[config.mk]
export PLATFORM = sky130hd
export DESIGN_NAME = dsk_ctl_port
export DESIGN_NICKNAME = d
export VERILOG_FILES = /design/src/rtl/dcp_pkg.sv /design/src/rtl/dcp_addr_load.sv /design/src/rtl/dcp_stat_core.sv /design/src/rtl/dcp_irq_hold.sv /design/src/rtl/dsk_ctl_port.sv
export SDC_FILE = /design/constraint.sdc
export NUM_CORES = 1
export LEC_CHECK = 0
export ABC_AREA = 0
export BUFFER_PORTS_ARGS = -buffer_cell sky130_fd_sc_hd__buf_2
export CORE_MARGIN = 3
export CORE_UTILIZATION = 45
export CTS_BUF_LIST = sky130_fd_sc_hd__clkbuf_8 sky130_fd_sc_hd__clkbuf_16
export DETAILED_ROUTE_END_ITERATION = 8
export PLACE_DENSITY = 0.75
export SLEW_MARGIN = 30
export SYNTH_ARGS = -nofsm -noshare
export SYNTH_HDL_FRONTEND = slang
export SYNTH_SLANG_ARGS = --single-unit
[constraint.sdc]
create_clock -name clk -period 5.75 [get_ports clk]
set_clock_uncertainty 0.1 [all_clocks]
set_input_delay 1.15 -clock clk [delete_from_list [all_inputs] [get_ports clk]]
set_output_delay 1.15 -clock clk [all_outputs]
set_load 0.03 [all_outputs]
[src/rtl/dcp_pkg.sv]
// Shared constants and types for the disk controller command/status port.
// Assumes an 8-bit status byte with the fixed bit layout given below.
package dcp_pkg;
    localparam int BYTE_W   = 8;
    localparam int FIELD_W  = 6;
    localparam int HCYL_W   = 2 * BYTE_W;
    localparam int SLOT_CNT = 3;
    localparam int SLOT_W   = $clog2(SLOT_CNT + 1);

    localparam int ST_WP  = 7;
    localparam int ST_ACF = 6;
    localparam int ST_DEF = 5;
    localparam int ST_CYO = 4;
    localparam int ST_BSY = 3;
    localparam int ST_EXC = 2;
    localparam int ST_IDL = 1;
    localparam int ST_DTE = 0;

    localparam logic [BYTE_W-1:0]  ERR_MASK  = 8'hF1;
    localparam logic [BYTE_W-1:0]  ST_RESET  = 8'h0A;
    localparam logic [BYTE_W-1:0]  ST_ACTIVE = 8'h08;
    localparam logic [FIELD_W-1:0] FN_NOP    = 6'h00;
    localparam logic [FIELD_W-1:0] FN_SKIP   = 6'h12;
    localparam int                 FN_RST_BIT = 3;

    typedef struct packed {
        logic [SLOT_W-1:0] slot;
        logic [BYTE_W-1:0] sec;
        logic [HCYL_W-1:0] hcyl;
    } addr_state_t;
endpackage

[src/rtl/dcp_addr_load.sv]
// Rolling three-slot address loader: sector, head/cyl high, head/cyl low.
// Assumes a halfword write is one byte to the current slot, then one to the next.
module dcp_addr_load
    import dcp_pkg::*;
(
    input  logic              clk,
    input  logic              rst_n,
    input  logic              soft_rst,
    input  logic              slot_clr,
    input  logic              wr_en,
    input  logic              wr_half,
    input  logic [HCYL_W-1:0] wr_data,
    output logic [BYTE_W-1:0] sector,
    output logic [HCYL_W-1:0] head_cyl
);
    addr_state_t cur_q, cur_d;

    // Place one byte into the slot named by the pointer and advance it.
    function automatic addr_state_t put_byte(input addr_state_t s, input logic [BYTE_W-1:0] b);
        addr_state_t r;
        r = s;
        case (s.slot)
            SLOT_W'(0): begin r.sec = b;                      r.slot = SLOT_W'(1); end
            SLOT_W'(1): begin r.hcyl[HCYL_W-1:BYTE_W] = b;    r.slot = SLOT_W'(2); end
            default:    begin r.hcyl[BYTE_W-1:0] = b;         r.slot = SLOT_W'(0); end
        endcase
        return r;
    endfunction

    // Next address state: reset, pointer clear, or one/two byte loads.
    always_comb begin
        cur_d = cur_q;
        if (soft_rst) begin
            cur_d = '0;
        end else if (slot_clr) begin
            cur_d.slot = '0;
        end else if (wr_en) begin
            if (wr_half)
                cur_d = put_byte(put_byte(cur_q, wr_data[HCYL_W-1:BYTE_W]), wr_data[BYTE_W-1:0]);
            else
                cur_d = put_byte(cur_q, wr_data[BYTE_W-1:0]);
        end
    end

    // Address state register.
    always_ff @(posedge clk) begin
        if (!rst_n) cur_q <= '0;
        else        cur_q <= cur_d;
    end

    assign sector   = cur_q.sec;
    assign head_cyl = cur_q.hcyl;
endmodule

[src/rtl/dcp_stat_core.sv]
// Status register, command acceptance, completion handling and unit select.
// Assumes done is meaningful only while busy; start is a registered pulse.
module dcp_stat_core
    import dcp_pkg::*;
#(
    parameter int NUM_DRIVES = 4,
    parameter int UNIT_W     = 2
) (
    input  logic                  clk,
    input  logic                  rst_n,
    input  logic                  cmd_wr,
    input  logic [FIELD_W-1:0]    cmd_field,
    input  logic                  sel_wr,
    input  logic [UNIT_W-1:0]     sel_unit,
    input  logic [NUM_DRIVES-1:0] unit_busy,
    input  logic                  done_valid,
    input  logic [BYTE_W-1:0]     done_flags,
    output logic [BYTE_W-1:0]     stat_q,
    output logic                  soft_rst,
    output logic                  xfer_begin,
    output logic                  xfer_end,
    output logic                  xfer_hold,
    output logic [UNIT_W-1:0]     cur_unit,
    output logic                  start,
    output logic [FIELD_W-1:0]    start_cmd,
    output logic                  chan_stop,
    output logic                  drv_reset
);
    logic [BYTE_W-1:0] stat_d;
    logic [BYTE_W-1:0] err_in;
    logic              is_idle;
    logic              is_busy;
    logic              fn_valid;

    assign is_idle  = stat_q[ST_IDL];
    assign is_busy  = stat_q[ST_BSY];
    assign err_in   = done_flags & ERR_MASK;
    assign fn_valid = (cmd_field != FN_NOP) && (cmd_field != FN_SKIP);

    // Classify this cycle's command and completion events.
    always_comb begin
        soft_rst   = cmd_wr && cmd_field[FN_RST_BIT];
        xfer_begin = cmd_wr && !cmd_field[FN_RST_BIT] && fn_valid
                     && is_idle && !unit_busy[cur_unit];
        xfer_end   = done_valid && is_busy && !soft_rst && !xfer_begin;
        xfer_hold  = is_busy && !is_idle;
    end

    // Next status byte from reset, acceptance or completion.
    always_comb begin
        stat_d = stat_q;
        if (soft_rst)
            stat_d = ST_RESET;
        else if (xfer_begin)
            stat_d = ST_ACTIVE;
        else if (xfer_end) begin
            stat_d = stat_q | err_in;
            stat_d[ST_IDL] = 1'b1;
            stat_d[ST_BSY] = 1'b0;
        end
    end

    // Status register; hardware reset leaves idle and busy set.
    always_ff @(posedge clk) begin
        if (!rst_n) stat_q <= ST_RESET;
        else        stat_q <= stat_d;
    end

    // Selected drive number, writable only while idle.
    always_ff @(posedge clk) begin
        if (!rst_n || soft_rst)   cur_unit <= '0;
        else if (sel_wr && is_idle) cur_unit <= sel_unit;
    end

    // One-clock pulses toward the transfer engine, channel and drives.
    always_ff @(posedge clk) begin
        if (!rst_n) begin
            start     <= 1'b0;
            start_cmd <= '0;
            chan_stop <= 1'b0;
            drv_reset <= 1'b0;
        end else begin
            start     <= xfer_begin;
            chan_stop <= xfer_end && (err_in != '0);
            drv_reset <= soft_rst;
            if (xfer_begin) start_cmd <= cmd_field;
        end
    end
endmodule

[src/rtl/dcp_irq_hold.sv]
// Controller arm/interrupt and per-drive interrupt pending/save logic.
// Assumes begin, end and hold come from the status core as mutually consistent.
module dcp_irq_hold #(
    parameter int NUM_DRIVES = 4
) (
    input  logic                  clk,
    input  logic                  rst_n,
    input  logic                  soft_rst,
    input  logic                  arm_wr,
    input  logic                  arm_val,
    input  logic                  xfer_begin,
    input  logic                  xfer_end,
    input  logic                  xfer_hold,
    input  logic                  ctl_ack,
    input  logic [NUM_DRIVES-1:0] drv_req,
    input  logic [NUM_DRIVES-1:0] drv_ack,
    output logic                  ctl_irq,
    output logic [NUM_DRIVES-1:0] drv_irq
);
    logic armed_q;

    // Controller interrupt arm, updated by command writes.
    always_ff @(posedge clk) begin
        if (!rst_n || soft_rst) armed_q <= 1'b0;
        else if (arm_wr)        armed_q <= arm_val;
    end

    // Controller interrupt: raised at an armed completion, cleared by ack.
    always_ff @(posedge clk) begin
        if (!rst_n || soft_rst)      ctl_irq <= 1'b0;
        else if (xfer_end && armed_q) ctl_irq <= 1'b1;
        else if (ctl_ack)             ctl_irq <= 1'b0;
    end

    for (genvar d = 0; d < NUM_DRIVES; d++) begin : g_drv
        logic pend_q;
        logic save_q;

        // Per-drive pending and saved request bits.
        always_ff @(posedge clk) begin
            if (!rst_n || soft_rst) begin
                pend_q <= 1'b0;
                save_q <= 1'b0;
            end else if (xfer_begin) begin
                save_q <= pend_q | drv_req[d];
                pend_q <= 1'b0;
            end else if (xfer_end) begin
                pend_q <= pend_q | save_q | drv_req[d];
                save_q <= 1'b0;
            end else if (xfer_hold) begin
                save_q <= save_q | drv_req[d];
            end else begin
                pend_q <= (pend_q & ~drv_ack[d]) | drv_req[d];
            end
        end

        assign drv_irq[d] = pend_q;
    end
endmodule

[src/rtl/dsk_ctl_port.sv]
// Top of the controller command/status port: joins the address loader,
// the status core and the interrupt holder. Assumes NUM_DRIVES is a power of two.
module dsk_ctl_port
    import dcp_pkg::*;
#(
    parameter  int NUM_DRIVES = 4,
    localparam int UNIT_W     = (NUM_DRIVES > 1) ? $clog2(NUM_DRIVES) : 1
) (
    input  logic                  clk,
    input  logic                  rst_n,
    input  logic                  addr_wr,
    input  logic                  addr_half,
    input  logic [15:0]           addr_data,
    input  logic                  cmd_wr,
    input  logic [7:0]            cmd_data,
    input  logic                  sel_wr,
    input  logic [UNIT_W-1:0]     sel_unit,
    input  logic [NUM_DRIVES-1:0] unit_busy,
    input  logic                  done_valid,
    input  logic [7:0]            done_flags,
    input  logic [NUM_DRIVES-1:0] drv_req,
    input  logic [NUM_DRIVES-1:0] drv_ack,
    input  logic                  ctl_ack,
    output logic [7:0]            status,
    output logic [7:0]            sector,
    output logic [15:0]           head_cyl,
    output logic [UNIT_W-1:0]     cur_unit,
    output logic                  start,
    output logic [5:0]            start_cmd,
    output logic                  chan_stop,
    output logic                  drv_reset,
    output logic                  ctl_irq,
    output logic [NUM_DRIVES-1:0] drv_irq
);
    logic [BYTE_W-1:0] stat_q;
    logic              soft_rst;
    logic              xfer_begin;
    logic              xfer_end;
    logic              xfer_hold;

    dcp_addr_load u_addr (
        .clk      (clk),
        .rst_n    (rst_n),
        .soft_rst (soft_rst),
        .slot_clr (cmd_wr),
        .wr_en    (addr_wr),
        .wr_half  (addr_half),
        .wr_data  (addr_data),
        .sector   (sector),
        .head_cyl (head_cyl)
    );

    dcp_stat_core #(.NUM_DRIVES(NUM_DRIVES), .UNIT_W(UNIT_W)) u_core (
        .clk        (clk),
        .rst_n      (rst_n),
        .cmd_wr     (cmd_wr),
        .cmd_field  (cmd_data[FIELD_W-1:0]),
        .sel_wr     (sel_wr),
        .sel_unit   (sel_unit),
        .unit_busy  (unit_busy),
        .done_valid (done_valid),
        .done_flags (done_flags),
        .stat_q     (stat_q),
        .soft_rst   (soft_rst),
        .xfer_begin (xfer_begin),
        .xfer_end   (xfer_end),
        .xfer_hold  (xfer_hold),
        .cur_unit   (cur_unit),
        .start      (start),
        .start_cmd  (start_cmd),
        .chan_stop  (chan_stop),
        .drv_reset  (drv_reset)
    );

    dcp_irq_hold #(.NUM_DRIVES(NUM_DRIVES)) u_irq (
        .clk        (clk),
        .rst_n      (rst_n),
        .soft_rst   (soft_rst),
        .arm_wr     (cmd_wr && cmd_data[7]),
        .arm_val    (cmd_data[6]),
        .xfer_begin (xfer_begin),
        .xfer_end   (xfer_end),
        .xfer_hold  (xfer_hold),
        .ctl_ack    (ctl_ack),
        .drv_req    (drv_req),
        .drv_ack    (drv_ack),
        .ctl_irq    (ctl_irq),
        .drv_irq    (drv_irq)
    );

    // Status byte with the exception summary folded into its bit.
    always_comb begin
        status         = stat_q;
        status[ST_EXC] = (stat_q[ST_WP:ST_CYO] != '0);
    end
endmodule

==> impl_metrics.sql <==
INSERT INTO impl_metrics (metric_group, metric, value, unit) VALUES
('outcome', 'status', 'completed', ''),
('die', 'num_io_pins', '102', ''),
('cells_and_area', 'finalInstanceArea', '0.003077', 'sq mm'),
('clock_tree', 'htreeDepth', '2', ''),
('timing', 'hold_viol', '0', ''),
('min_path', 'worstHoldEndpoint', 'u_core.stat_q[0]$_SDFFE_PP0P_', ''),
('synth', 'syn_inst', '287', ''),
('power', 'power.leakage', '0.001428', 'uW'),
('clock_tree', 'clock_tree.root_cell', 'sky130_fd_sc_hd__clkbuf_8', ''),
('place', 'post_placement_cell_area', '0.002962', 'sq mm'),
('cells_and_area', 'antenna_cells_inserted', '0', ''),
('power', 'ir_drop', '0.1404', 'mV'),
('clock_tree', 'cts.clk_slew.worst_paths', '0.09', 'ns'),
('clock_tree', 'cts_tree', 'built', ''),
('cells_and_area', 'drive_gt1_frac', '0.3551', ''),
('route', 'avgViaCountPerCell', '5.137', ''),
('cells_and_area', 'layout.core_utilization', '0.5520', ''),
('synth', 'yosysUniqueCellTypes', '38', ''),
('timing', 'fin_hold_ws', '0.3751', 'ns'),
('synth', 'synth-seq-cells', '54', ''),
('min_path', 'critical_hold_path_startpoint', 'u_core.stat_q[0]$_SDFFE_PP0P_', ''),
('worst_setup_path', 'worst_setup_path_start_kind', 'input port', ''),
('die', 'rows', '27', ''),
('synth', 'synth_seq_area_share', '0.4099', ''),
('place', 'dp_hpwl', '4.456', 'mm'),
('clock_tree', 'cts_hold_buffers', '0', ''),
('worst_setup_path', 'cp.arrival', '2.69', 'ns'),
('timing', 'finalSetupTns', '0', 'ns'),
('clock_tree', 'cts_sinks', '54', ''),
('worst_setup_path', 'cp-end-kind', 'register', ''),
('cells_and_area', 'final_net_count', '406', ''),
('route', 'detailedRoute.firstIterationViolations', '72', ''),
('worst_setup_path', 'setup.worst_path.class', 'in2reg', ''),
('route', 'drt_pre_antenna_iters', '4', ''),
('die', 'design.die.area', '0.006816', 'sq mm'),
('worst_setup_path', 'critical_path.cell_chain', 'buf_2 -> mux4_2 -> a2111oi_4 -> buf_4 -> nor2_1 -> o221a_2', ''),
('global_routing', 'grt_pass1_vias', '2044', ''),
('global_routing', 'antenna_found_initial', '0', ''),
('power', 'design_power_total', '808.1', 'uW'),
('die', 'die_width', '82.56', 'microns'),
('timing', 'tightest_slew', '0.6577', 'ns'),
('place', 'place_congestion', '0.7922', ''),
('global_routing', 'globalRouteTotalUtil', '0.1744', ''),
('worst_setup_path', 'reg2reg_slack', '3.66', 'ns'),
('timing', 'period_needed', '2.605', 'ns'),
('job', 'cap_violations', '0', ''),
('worst_setup_path', 'rr_worst_depth', '5', ''),
('worst_setup_path', 'rr_startpoint', 'u_core.cur_unit[0]$_SDFFE_PP0P_', ''),
('clock_tree', 'worst_skew_pair.late_latency', '0.30', 'ns'),
('cells_and_area', 'mostFrequentLayoutCells', 'sky130_fd_sc_hd__buf_2, sky130_fd_sc_hd__dfxtp_1, sky130_fd_sc_hd__nor2_1', ''),
('power', 'powerDensity', '262.7', 'mW/mm^2'),
('synth', 'synth_fp_nets', '341', ''),
('route', 'post-route-drc-count', '0', ''),
('die', 'initial_core_util', '0.4732', ''),
('global_routing', 'grt_first_pass_wirelength', '9.335', 'mm'),
('route', 'routed_antenna_nets', '0', ''),
('timing', 'max_slew_margin', '0.5615', ''),
('place', 'numPortBuffers', '98', ''),
('worst_setup_path', 'rr_endpoint', 'u_irq.g_drv[2].pend_q$_SDFFE_PP0P_', ''),
('synth', 'ys.warnings.count', '0', ''),
('worst_setup_path', 'worstPathRequired', '5.84', 'ns'),
('die', 'die_height', '82.56', 'microns'),
('clock_tree', 'cts-buffers-inserted', '5', ''),
('die', 'placeableCoreArea', '0.005574', 'sq mm'),
('cells_and_area', 'most_common_library_cell_in_the_layout_ignoring_fill_and_taps', 'sky130_fd_sc_hd__buf_2', ''),
('route', 'route.vias.total', '2178', ''),
('global_routing', 'grt_max_degree', '36', ''),
('worst_setup_path', 'largest_stage_delay_on_the_critical_path', '0.48', 'ns'),
('min_path', 'min_delay_path_depth', '2', ''),
('clock_tree', 'post_cts_setup_buffer_count', '0', ''),
('synth', 'synthesis.area', '0.002638', 'sq mm');
-- cells in the mapped netlist --
library cell                 n  area [sq um]
sky130_fd_sc_hd__o21ai_0     3         15.01
sky130_fd_sc_hd__a21boi_1    1         7.510
sky130_fd_sc_hd__clkbuf_1   12         45.04
sky130_fd_sc_hd__nor4b_1     1         8.760
sky130_fd_sc_hd__nor3_1      3         15.01
sky130_fd_sc_hd__nand3b_1    5         37.54
sky130_fd_sc_hd__a2111oi_4   1         27.53
sky130_fd_sc_hd__dfxtp_1    54          1081
sky130_fd_sc_hd__nand3_1     4         20.02
sky130_fd_sc_hd__a22oi_1     3         22.52
sky130_fd_sc_hd__nor2_1     35         131.4
sky130_fd_sc_hd__o21ai_2     1         8.760
sky130_fd_sc_hd__buf_2       1         5.000
sky130_fd_sc_hd__o221a_2     3         33.78
sky130_fd_sc_hd__a21oi_1    17         85.08
sky130_fd_sc_hd__a21oi_2     3         26.28
sky130_fd_sc_hd__or2_1       2         12.51
sky130_fd_sc_hd__nand2b_1    9         56.30
sky130_fd_sc_hd__buf_4      28         210.2
sky130_fd_sc_hd__and3_1      1         6.260
sky130_fd_sc_hd__a211oi_1   24         180.2
sky130_fd_sc_hd__xor2_1      1         8.760
sky130_fd_sc_hd__a211oi_2    4         50.05
sky130_fd_sc_hd__or4_1       2         15.01
sky130_fd_sc_hd__o22ai_1     1         6.260
sky130_fd_sc_hd__mux4_2      1         22.52
sky130_fd_sc_hd__o211ai_1    3         22.52
sky130_fd_sc_hd__or2_2       2         12.51
sky130_fd_sc_hd__and2_1      1         6.260
sky130_fd_sc_hd__mux2i_1    29         290.3
sky130_fd_sc_hd__nor2b_1     5         31.28
sky130_fd_sc_hd__inv_1       7         26.28
sky130_fd_sc_hd__and2_0      1         6.260
sky130_fd_sc_hd__nand2_1    14         52.55
sky130_fd_sc_hd__and3b_1     1         8.760
sky130_fd_sc_hd__xnor2_1     1         8.760
sky130_fd_sc_hd__o2111a_1    1         11.26
sky130_fd_sc_hd__buf_6       2         22.52
-- area by class of cell --
type | count | area [sq um]
flip-flops and latches | 54 | 1081
fillers | 532 | 2497
repair buffers | 101 | 513.0
clock buffers | 6 | 82.58
inverters | 7 | 26.28
well taps | 72 | 90.09
clock inverters | 1 | 30.03
multi-input cells | 183 | 1254
-- how the worst max path moves through the flow --
stage	from	endpoint	slack [ns]	cells after the start
floorplan	unit_busy[3]	u_core.start_cmd[0]$_SDFFE_PN0P_	3.01	5
global placement	unit_busy[3]	u_irq.g_drv[3].pend_q$_SDFFE_PP0P_	2.83	6
detailed placement	unit_busy[3]	u_irq.g_drv[2].pend_q$_SDFFE_PP0P_	2.83	6
CTS	unit_busy[3]	u_irq.g_drv[2].pend_q$_SDFFE_PP0P_	3.15	6
global route	unit_busy[3]	u_core.stat_q[6]$_SDFFE_PP0P_	3.09	6
finish	unit_busy[3]	u_irq.g_drv[2].pend_q$_SDFFE_PP0P_	3.14	6
-- sequential cells by signal, summed over array words and instances, names as in the netlist --
| signal | count |
|---|---|
| u_irq.g_drv.pend_q | 4 |
| u_irq.ctl_irq | 1 |
| u_core.start | 1 |
| u_addr.head_cyl | 16 |
| u_core.drv_reset | 1 |
| u_core.stat_q | 7 |
| u_core.start_cmd | 6 |
| u_irq.armed_q | 1 |
| u_core.cur_unit | 2 |
| u_addr.sector | 8 |
| u_irq.g_drv.save_q | 4 |
| u_core.chan_stop | 1 |
| u_addr.cur_q | 2 |
-- stage by stage --
stage	setup slack, ns	std cells
4_1_cts	3.148	424
3_5_place_dp	2.829	417
3_3_place_gp	2.834	417
6_report	3.145	424
2_1_floorplan	3.013	287
5_1_grt	3.085	424
-- logic make-up after synthesis --
| group | after synthesis | share of synthesized area |
|---|---|---|
| AND/OR/NAND/NOR | 86 | 0.1594 |
| AO/OA/AOI/OAI | 65 | 0.1883 |
| multiplexers | 30 | 0.1186 |
| buffers and inverters | 50 | 0.1172 |
| flip-flops | 54 | 0.4099 |
| XOR/XNOR | 2 | 0.006643 |
-- layer usage --
layer,vias up,GRT usage,wire length [microns]
met5,-,0,0
met4,0,0.04575,61
met3,6,0.04772,388
met2,68,0.3061,2869
met1,985,0.2092,2448
li1,1119,-,-
-- power breakdown --
group	switching [uW]	total (uW)	internal, uW
Sequential	11.5	401	390
Clock	117	257	139
Combinational	93.1	150	57.0
Total	222	808	586
-- critical path, delay by kind of cell --
kind / cells / cell delay, ns
buffers and inverters: 2 / 0.42
and+or+nand+nor: 1 / 0.15
AOI/OAI and AO/OA: 2 / 0.48
muxes: 1 / 0.48
Power figures use the tool's default switching activity.
